==> src/rtl/sbip_pkg.sv <==
package sbip_pkg;

    typedef enum logic {
        FMT_SINGLE = 1'b0,
        FMT_TRIPLE = 1'b1
    } frame_fmt_e;

    typedef struct packed {
        logic       valid;
        logic [3:0] errs;
    } cmp_res_t;

    function automatic logic [3:0] popcount8(input logic [7:0] v);
        logic [3:0] n;
        n = 4'd0;
        for (int i = 0; i < 8; i++) begin
            n = n + {3'd0, v[i]};
        end
        return n;
    endfunction

endpackage

==> src/rtl/sbip_pos_tracker.sv <==
module sbip_pos_tracker
    import sbip_pkg::*;
#(
    parameter int COLS_UNIT = 90,
    parameter int ROWS      = 9
) (
    input  logic       clk,
    input  logic       rst,
    input  logic       rx_valid,
    input  logic       rx_sof,
    input  frame_fmt_e fmt,
    output logic       check_hit
);
    localparam int MAX_BYTES = 3 * ROWS * COLS_UNIT;
    localparam int POS_W     = $clog2(MAX_BYTES + 1);
    localparam logic [POS_W-1:0] CHK_SINGLE = POS_W'(COLS_UNIT);
    localparam logic [POS_W-1:0] CHK_TRIPLE = POS_W'(3 * COLS_UNIT);
    localparam logic [POS_W-1:0] POS_CAP    = POS_W'(MAX_BYTES);

    logic [POS_W-1:0] pos_q;
    logic [POS_W-1:0] cur_idx;
    logic [POS_W-1:0] chk_idx;

    always_comb begin
        cur_idx = rx_sof ? '0 : pos_q;
        chk_idx = (fmt == FMT_TRIPLE) ? CHK_TRIPLE : CHK_SINGLE;
        check_hit = rx_valid && (cur_idx == chk_idx);
    end

    always_ff @(posedge clk) begin
        if (rst) begin
            pos_q <= '0;
        end else if (rx_valid) begin
            pos_q <= (cur_idx == POS_CAP) ? cur_idx : cur_idx + 1'b1;
        end
    end

    AST_CHECK_NOT_SOF: assert property (@(posedge clk) disable iff (rst)
        check_hit |-> !rx_sof);
    AST_IDLE_HOLD: assert property (@(posedge clk) disable iff (rst)
        !rx_valid |=> pos_q == $past(pos_q));

endmodule

==> src/rtl/sbip_parity_acc.sv <==
module sbip_parity_acc
    import sbip_pkg::*;
#(
    parameter int LANES = 8
) (
    input  logic             clk,
    input  logic             rst,
    input  logic             rx_valid,
    input  logic             rx_sof,
    input  logic [LANES-1:0] rx_data,
    output logic [LANES-1:0] prev_code,
    output logic             have_prev
);
    logic [LANES-1:0] acc_q;
    logic [LANES-1:0] prev_q;
    logic             started_q;
    logic             have_q;

    for (genvar i = 0; i < LANES; i++) begin : g_lane
        always_ff @(posedge clk) begin
            if (rst) begin
                acc_q[i]  <= 1'b0;
                prev_q[i] <= 1'b0;
            end else if (rx_valid) begin
                if (rx_sof) begin
                    prev_q[i] <= acc_q[i];
                    acc_q[i]  <= rx_data[i];
                end else begin
                    acc_q[i]  <= acc_q[i] ^ rx_data[i];
                end
            end
        end
    end

    always_ff @(posedge clk) begin
        if (rst) begin
            started_q <= 1'b0;
            have_q    <= 1'b0;
        end else if (rx_valid && rx_sof) begin
            started_q <= 1'b1;
            have_q    <= started_q;
        end
    end

    assign prev_code = prev_q;
    assign have_prev = have_q;

    AST_FIRST_NONE: assert property (@(posedge clk) disable iff (rst)
        (rx_valid && rx_sof && !started_q) |=> !have_q);

endmodule

==> src/rtl/sbip_err_counter.sv <==
module sbip_err_counter #(
    parameter int CNT_W = 16
) (
    input  logic             clk,
    input  logic             rst,
    input  logic             add_valid,
    input  logic [3:0]       add_errs,
    input  logic             rd_strobe,
    output logic [CNT_W-1:0] snap
);
    localparam logic [CNT_W-1:0] CNT_MAX = {CNT_W{1'b1}};

    logic [CNT_W-1:0] cnt_q;
    logic [CNT_W-1:0] snap_q;
    logic [CNT_W-1:0] base;
    logic [CNT_W:0]   add_ext;
    logic [CNT_W:0]   sum;
    logic [CNT_W-1:0] cnt_d;

    always_comb begin
        base    = rd_strobe ? '0 : cnt_q;
        add_ext = add_valid ? {{(CNT_W-3){1'b0}}, add_errs} : '0;
        sum     = {1'b0, base} + add_ext;
        cnt_d   = sum[CNT_W] ? CNT_MAX : sum[CNT_W-1:0];
    end

    always_ff @(posedge clk) begin
        if (rst) begin
            cnt_q  <= '0;
            snap_q <= '0;
        end else begin
            cnt_q <= cnt_d;
            if (rd_strobe) begin
                snap_q <= cnt_q;
            end
        end
    end

    assign snap = snap_q;

    AST_NO_WRAP: assert property (@(posedge clk) disable iff (rst)
        !rd_strobe |=> cnt_q >= $past(cnt_q));
    AST_SAT_HOLD: assert property (@(posedge clk) disable iff (rst)
        (cnt_q == CNT_MAX && !rd_strobe) |=> cnt_q == CNT_MAX);
    AST_CLR_ON_READ: assert property (@(posedge clk) disable iff (rst)
        (rd_strobe && !add_valid) |=> cnt_q == '0);

endmodule

==> src/rtl/sbip_monitor.sv <==
module sbip_monitor
    import sbip_pkg::*;
#(
    parameter int COLS_UNIT = 90,
    parameter int ROWS      = 9,
    parameter int CNT_W     = 16
) (
    input  logic             clk,
    input  logic             rst,
    input  logic [7:0]       rx_data,
    input  logic             rx_valid,
    input  logic             rx_sof,
    input  logic             fmt_sts3c,
    input  logic             oof,
    input  logic             rd_strobe,
    output logic             cmp_valid,
    output logic [3:0]       cmp_errs,
    output logic [CNT_W-1:0] err_snap
);
    frame_fmt_e fmt;
    logic       check_hit;
    logic [7:0] prev_code;
    logic       have_prev;
    cmp_res_t   cmp_d;
    cmp_res_t   cmp_q;

    assign fmt = frame_fmt_e'(fmt_sts3c);

    sbip_pos_tracker #(.COLS_UNIT(COLS_UNIT), .ROWS(ROWS)) u_pos (
        .clk      (clk),
        .rst      (rst),
        .rx_valid (rx_valid),
        .rx_sof   (rx_sof),
        .fmt      (fmt),
        .check_hit(check_hit)
    );

    sbip_parity_acc #(.LANES(8)) u_par (
        .clk      (clk),
        .rst      (rst),
        .rx_valid (rx_valid),
        .rx_sof   (rx_sof),
        .rx_data  (rx_data),
        .prev_code(prev_code),
        .have_prev(have_prev)
    );

    always_comb begin
        cmp_d.valid = check_hit && have_prev && !oof;
        cmp_d.errs  = popcount8(rx_data ^ prev_code);
    end

    always_ff @(posedge clk) begin
        if (rst) begin
            cmp_q <= '0;
        end else begin
            cmp_q <= cmp_d;
        end
    end

    sbip_err_counter #(.CNT_W(CNT_W)) u_cnt (
        .clk      (clk),
        .rst      (rst),
        .add_valid(cmp_q.valid),
        .add_errs (cmp_q.errs),
        .rd_strobe(rd_strobe),
        .snap     (err_snap)
    );

    assign cmp_valid = cmp_q.valid;
    assign cmp_errs  = cmp_q.errs;

    AST_OOF_SUPPRESS: assert property (@(posedge clk) disable iff (rst)
        oof |=> !cmp_valid);
    AST_ERR_RANGE: assert property (@(posedge clk) disable iff (rst)
        cmp_valid |-> cmp_errs <= 4'd8);
    AST_ONE_SHOT: assert property (@(posedge clk) disable iff (rst)
        cmp_valid |=> !cmp_valid);

endmodule

==> config.mk <==
export PLATFORM = sky130hd
export DESIGN_NAME = sbip_monitor
export DESIGN_NICKNAME = d
export VERILOG_FILES = /design/src/rtl/sbip_pkg.sv /design/src/rtl/sbip_pos_tracker.sv /design/src/rtl/sbip_parity_acc.sv /design/src/rtl/sbip_err_counter.sv /design/src/rtl/sbip_monitor.sv
export SDC_FILE = /design/constraint.sdc
export NUM_CORES = 1
export LEC_CHECK = 0
export BUFFER_PORTS_ARGS = -buffer_cell sky130_fd_sc_hd__buf_2
export CORE_ASPECT_RATIO = 0.5
export CORE_UTILIZATION = 50
export CTS_CLUSTER_SIZE = 28
export DETAILED_ROUTE_END_ITERATION = 8
export PLACE_DENSITY = 0.74
export SYNTH_ARGS = -nofsm -noshare
export SYNTH_HDL_FRONTEND = slang
export SYNTH_SLANG_ARGS = --single-unit
==> constraint.sdc <==
create_clock -name clk -period 7.6 [get_ports clk]
set_clock_uncertainty 0.2 [all_clocks]
set_input_delay 1.52 -clock clk [delete_from_list [all_inputs] [get_ports clk]]
set_output_delay 1.52 -clock clk [all_outputs]
set_load 0.01 [all_outputs]
# Yosys cells after proc, flatten, opt, wreduce, memory -nomap -nowiden

Index checks and enable logic that the tools add are counted.
Widths: inputs -> output; s select.

Eq/ne operators: 2
Add/sub/neg operators: 9
Multiplexer cells: 14
Reductions and logical operators: 6
Bitwise operators: 9

Operator list:

| kind                  | count |
|---|---|
| $mux 16               | 2 |
| $mux 12               | 2 |
| $add 16x17->17        | 1 |
| $add 4x1->4           | 4 |
| $add 12x1->12 const B | 1 |
| $eq 12x12->1          | 1 |
| $eq 12x12->1 const B  | 1 |
| $mux 9                | 1 |
| $mux 1                | 8 |
| $xor 1x1->1           | 8 |
| $xor 8x8->8           | 1 |
| $add 3x1->4           | 1 |
| $logic_and 1x1->1     | 4 |
| $mux 4                | 1 |
| $add 2x1->3           | 1 |
| $add 1x1->2           | 1 |
| $reduce_and 2->1      | 1 |
| $logic_not 1->1       | 1 |

Output and inout bits: 21
Register bits after elaboration: 67
Word-level logic and storage cells: 63
Input port bits: 15

# Logic depth before layout (Yosys ltp)

Depth after elaboration: 8
Depth in mapped cells: 11
Gate-level depth less buffers: 11

# Cells and area by module

From an unflattened synthesis, not the netlist that was laid out.

Cells, all modules: 412
Area, all modules: 3836.2 µm²

By module, submodules not included:

| module           | area each (µm²) | sequential area each (µm²) | cells an instance | instances |
|---|---|---|---|---|
| sbip_err_counter | 1661.6          | 640.6                      | 170               | 1 |
| sbip_parity_acc  | 945.9           | 360.3                      | 96                | 1 |
| sbip_pos_tracker | 860.8           | 240.2                      | 111               | 1 |
| sbip_monitor     | 367.9           | 100.1                      | 35                | 1 |

# Worst setup path before layout

No wires, ideal clock.

Path kind: in2reg
Start: input port rx_data[0]
End: register cmp_q, in the netlist cmp_errs[2]
Setup time: 128 ps
Path slack: 3272 ps
Stages: 11
Required time: 7272 ps
Data arrival time: 4000 ps
Buffers on the path: 0
Cell sequence: xor2_1 > fa_1 > fa_1 > inv_1 > fa_1 > inv_1 > ha_1 > inv_1 > fa_1 > xor2_1 > nor2_1

Cells in the longest elaborated chain, start to end: 8

Ends and longest elaborated chain:

| element                   | RTL line           | source |
|---|---|---|
| start: declaration        | sbip_monitor.sv:10 | `input logic [7:0] rx_data,` |
| $xor 8x8->8               | sbip_monitor.sv:50 | `cmp_d.errs = popcount8(rx_data ^ prev_code);` |
| $add 1x1->2               | sbip_pkg.sv:17     | `n = n + {3'd0, v[i]};` |
| $add 2x1->3               | sbip_pkg.sv:17     |  |
| $add 3x1->4               | sbip_pkg.sv:17     |  |
| $add 4x1->4 (4 in series) | sbip_pkg.sv:17     |  |
| end signal: assignment    | sbip_monitor.sv:57 | `cmp_q <= cmp_d;` |
| end: declaration          | sbip_monitor.sv:25 | `cmp_res_t cmp_q;` |

Every way passes these cells.
A chain may end at the register's enable or synchronous reset.

# Worst setup path in the final report

Ends and elaborated chain as after synthesis.

==> run metrics <==
total CTS buffers 9; crit path DAT ~4.2 ns; TritonCTS Sinks 67; Syn Area/Cell 9.00 um2; final setup vio count 0; RSZ-0062 raised after global routing no; DP Area 3580 um2; area leader, netlist dfxtp_1; antenna violations before repair 0; Hold Buf Count CTS 0; Die W 118 um; fin worst setup slack 3.37 ns; clock root buffer master clkbuf_16; Yosys top cell area share 39.6%; crit-path max FO 3; crit path capture type flop; First-pass DRT Iterations 4; Area growth syn-to-layout 15.6%; Pwr Density between 200 and 250 nW/um2; warnings from Yosys 0; fin area 3910 um2; row count 20; min Tclk post-route 4.23 ns; Post-synth ARST share 0%; pin count of the biggest net entering global routing 70; P_leak approximately 1.6 nW; Synth Cell Area roughly 3400 um2; Final nets 431; drt drc 0; Post-CTS Setup Repair Bufs 0; Inst Count DP between 400 and 500; core area 6310 um2; top-level I/O count 36; Max-Cap Viols 0; Ant. Diodes 0; Routed WL between 7 and 8 mm; WL/cell 14.4 um; dpl ws 3.01 ns; Post-Synthesis Cells between 300 and 400; share of the yosys chip area belonging to registers ~40%; share of cells above drive strength 1 15.7%; Netlist cell types 55; Routed Antenna Nets 0; CTS tree done; first-pass GRT wire length 11.6 mm; clock transition at the registers of the reported paths 0.05 ns; final worst-path cycle share ~56%; setup TNS 0 ns; Crit Path Class input pin to flop; initial DRC count roughly 210; syn_nets 405; Final Wtd Congestion slightly above 0.8; GRT Util Overall about a fifth; Final Hold Viols 0; Vias/cell 5.64; die height 60.2 um; #FFs+latches synth 67; Required @ worst endpoint 7.59 ns; via count 2793; Max Clock Freq about 0.24 GHz; total grt overflow 0; hold crit path type flop to flop; total number of H-tree levels 3; worst-skew pair later-pin latency 0.33 ns; Resize count post-CTS 0; HPWL after detailed placement 4.71 mm; Max VDD drop about 0.13 mV; clock tree buffer depth 2; Most used DFF post-synth dfxtp_1; Slew headroom between 40% and 50%; Initial Util 53.7%; Worst Max-Slew Pin Slew 0.809 ns; top post-synthesis cells by area dfxtp_1 (40%), mux2i_1 (5.6%), a21oi_1 (4.6%); number of synthesized flops with an enable pin 0; vias in the first global route 2497; buffers added on ports 35; status finished, final reports clean; fin cells 495; startpoint class of the critical path input pin; internal reg-to-reg setup slack 4.32 ns; DIE AREA around 7100 um2; Final Slew Violations 0
==> path summary, 6_finish.rpt <==
path / to / depth (start not counted) / from
setup / recovery: cmp_errs[2]$_SDFF_PP0_ / 12 / rx_data[0]
hold reg to reg: u_par.prev_code[4]$_SDFFE_PP0P_ / 2 / u_par.prev_code[4]$_SDFFE_PP0P_
hold / removal: u_par.prev_code[4]$_SDFFE_PP0P_ / 2 / u_par.prev_code[4]$_SDFFE_PP0P_
setup reg to reg: cmp_errs[2]$_SDFF_PP0_ / 11 / u_par.prev_code[1]$_SDFFE_PP0P_
==> registers in the layout, summed over array words and instances, names as in the netlist <==
| signal | count |
|---|---|
| u_par.prev_code | 8 |
| u_pos.pos_q | 12 |
| u_par.started_q | 1 |
| cmp_errs | 4 |
| u_cnt.snap | 16 |
| u_cnt.cnt_q | 16 |
| cmp_valid | 1 |
| u_par.acc_q | 8 |
| u_par.have_prev | 1 |
==> synthesized netlist by cell type (all sizes together), types with 6 or more instances <==
cell type / n
a21oi: 31
a32oi: 9
and3: 6
buf: 8
clkbuf: 13
dfxtp: 67
ha: 9
inv: 14
mux2i: 19
nand2: 37
nand2b: 9
nand3: 7
nand4: 8
nor2: 35
nor2b: 10
o21ai: 9
xnor2: 7
xor2: 9
==> worst max-delay path, stage by stage <==
cell,delay (ns)
buf_2,0.12
xor2_1,0.16
fa_1,0.51
fa_1,0.54
inv_1,0.05
fa_1,0.47
inv_1,0.07
ha_1,0.16
inv_1,0.05
fa_1,0.37
xor2_1,0.15
nor2_1,0.05
==> metrics by stage <==
step | util, % | hold slack [ns] | total power [mW]
after floorplan | - | 0.232 | 0.434
after global placement | 56.8 | 0.239 | 0.453
after detailed placement | 56.8 | 0.256 | 0.458
after CTS | 62.0 | 0.268 | 0.905
after global routing | 62.0 | 0.291 | 0.935
final | 62.0 | 0.267 | 0.900
==> cell type report <==
| cell class | instances | area (um2) |
|---|---|---|
| clock buffer | 10 | 239 |
| clock inverter | 6 | 88.8 |
| fill | 544 | 2390 |
| inverter | 15 | 56.3 |
| multi-input combinational | 273 | 1890 |
| sequential | 67 | 1340 |
| tap | 88 | 110 |
| timing repair buffer | 36 | 183 |
==> cells by family after synthesis <==
family          count (synthesis)  synth area share [%]
mux                            21                  6.29
buf+inv                        36                  4.36
fa+ha+maj                      14                  6.29
xor+xnor                       16                  4.14
compound gates                 84                  17.7
flops                          67                  39.6
simple gates                  138                  21.6
==> where the power goes <==
| part | switching, mW | internal, mW | total, mW |
|---|---|---|---|
| sequential | 0.00560 | 0.363 | 0.368 |
| combinational | 0.0491 | 0.0338 | 0.0828 |
| clock | 0.153 | 0.296 | 0.449 |
| total | 0.208 | 0.692 | 0.900 |
==> cell usage in the layout, fill, tap and decap left out, drive strengths merged, types with 4 or more instances in the layout <==
cell type  netlist  routed
and2             5       5
a21oi           31      31
mux2i           19      19
xnor2            7       7
nor2b           10      10
a31oi            4       4
nor2            35      35
nand2           37      37
a32oi            9       9
clkbuf          13      10
nand3            7       7
xor2             9       9
o21ai            9       9
o211ai           5       5
nor4             4       4
nand4            8       8
fa               5       5
inv             14      14
a31o             4       4
nand2b           9       9
and3             6       6
ha               9       9
dfxtp           67      67
buf              8      36
==> per-layer routing <==
layer / GRT usage, % / vias to the layer above / routed length [um]
met1: 26.4 / 1331 / 3520
met3: 6.68 / 7 / 289
met4: 9.34 / 0 / 78
met5: 0 / - / 0
li1: - / 1403 / -
met2: 34.0 / 52 / 3240
(Power assumes the default switching activity.)
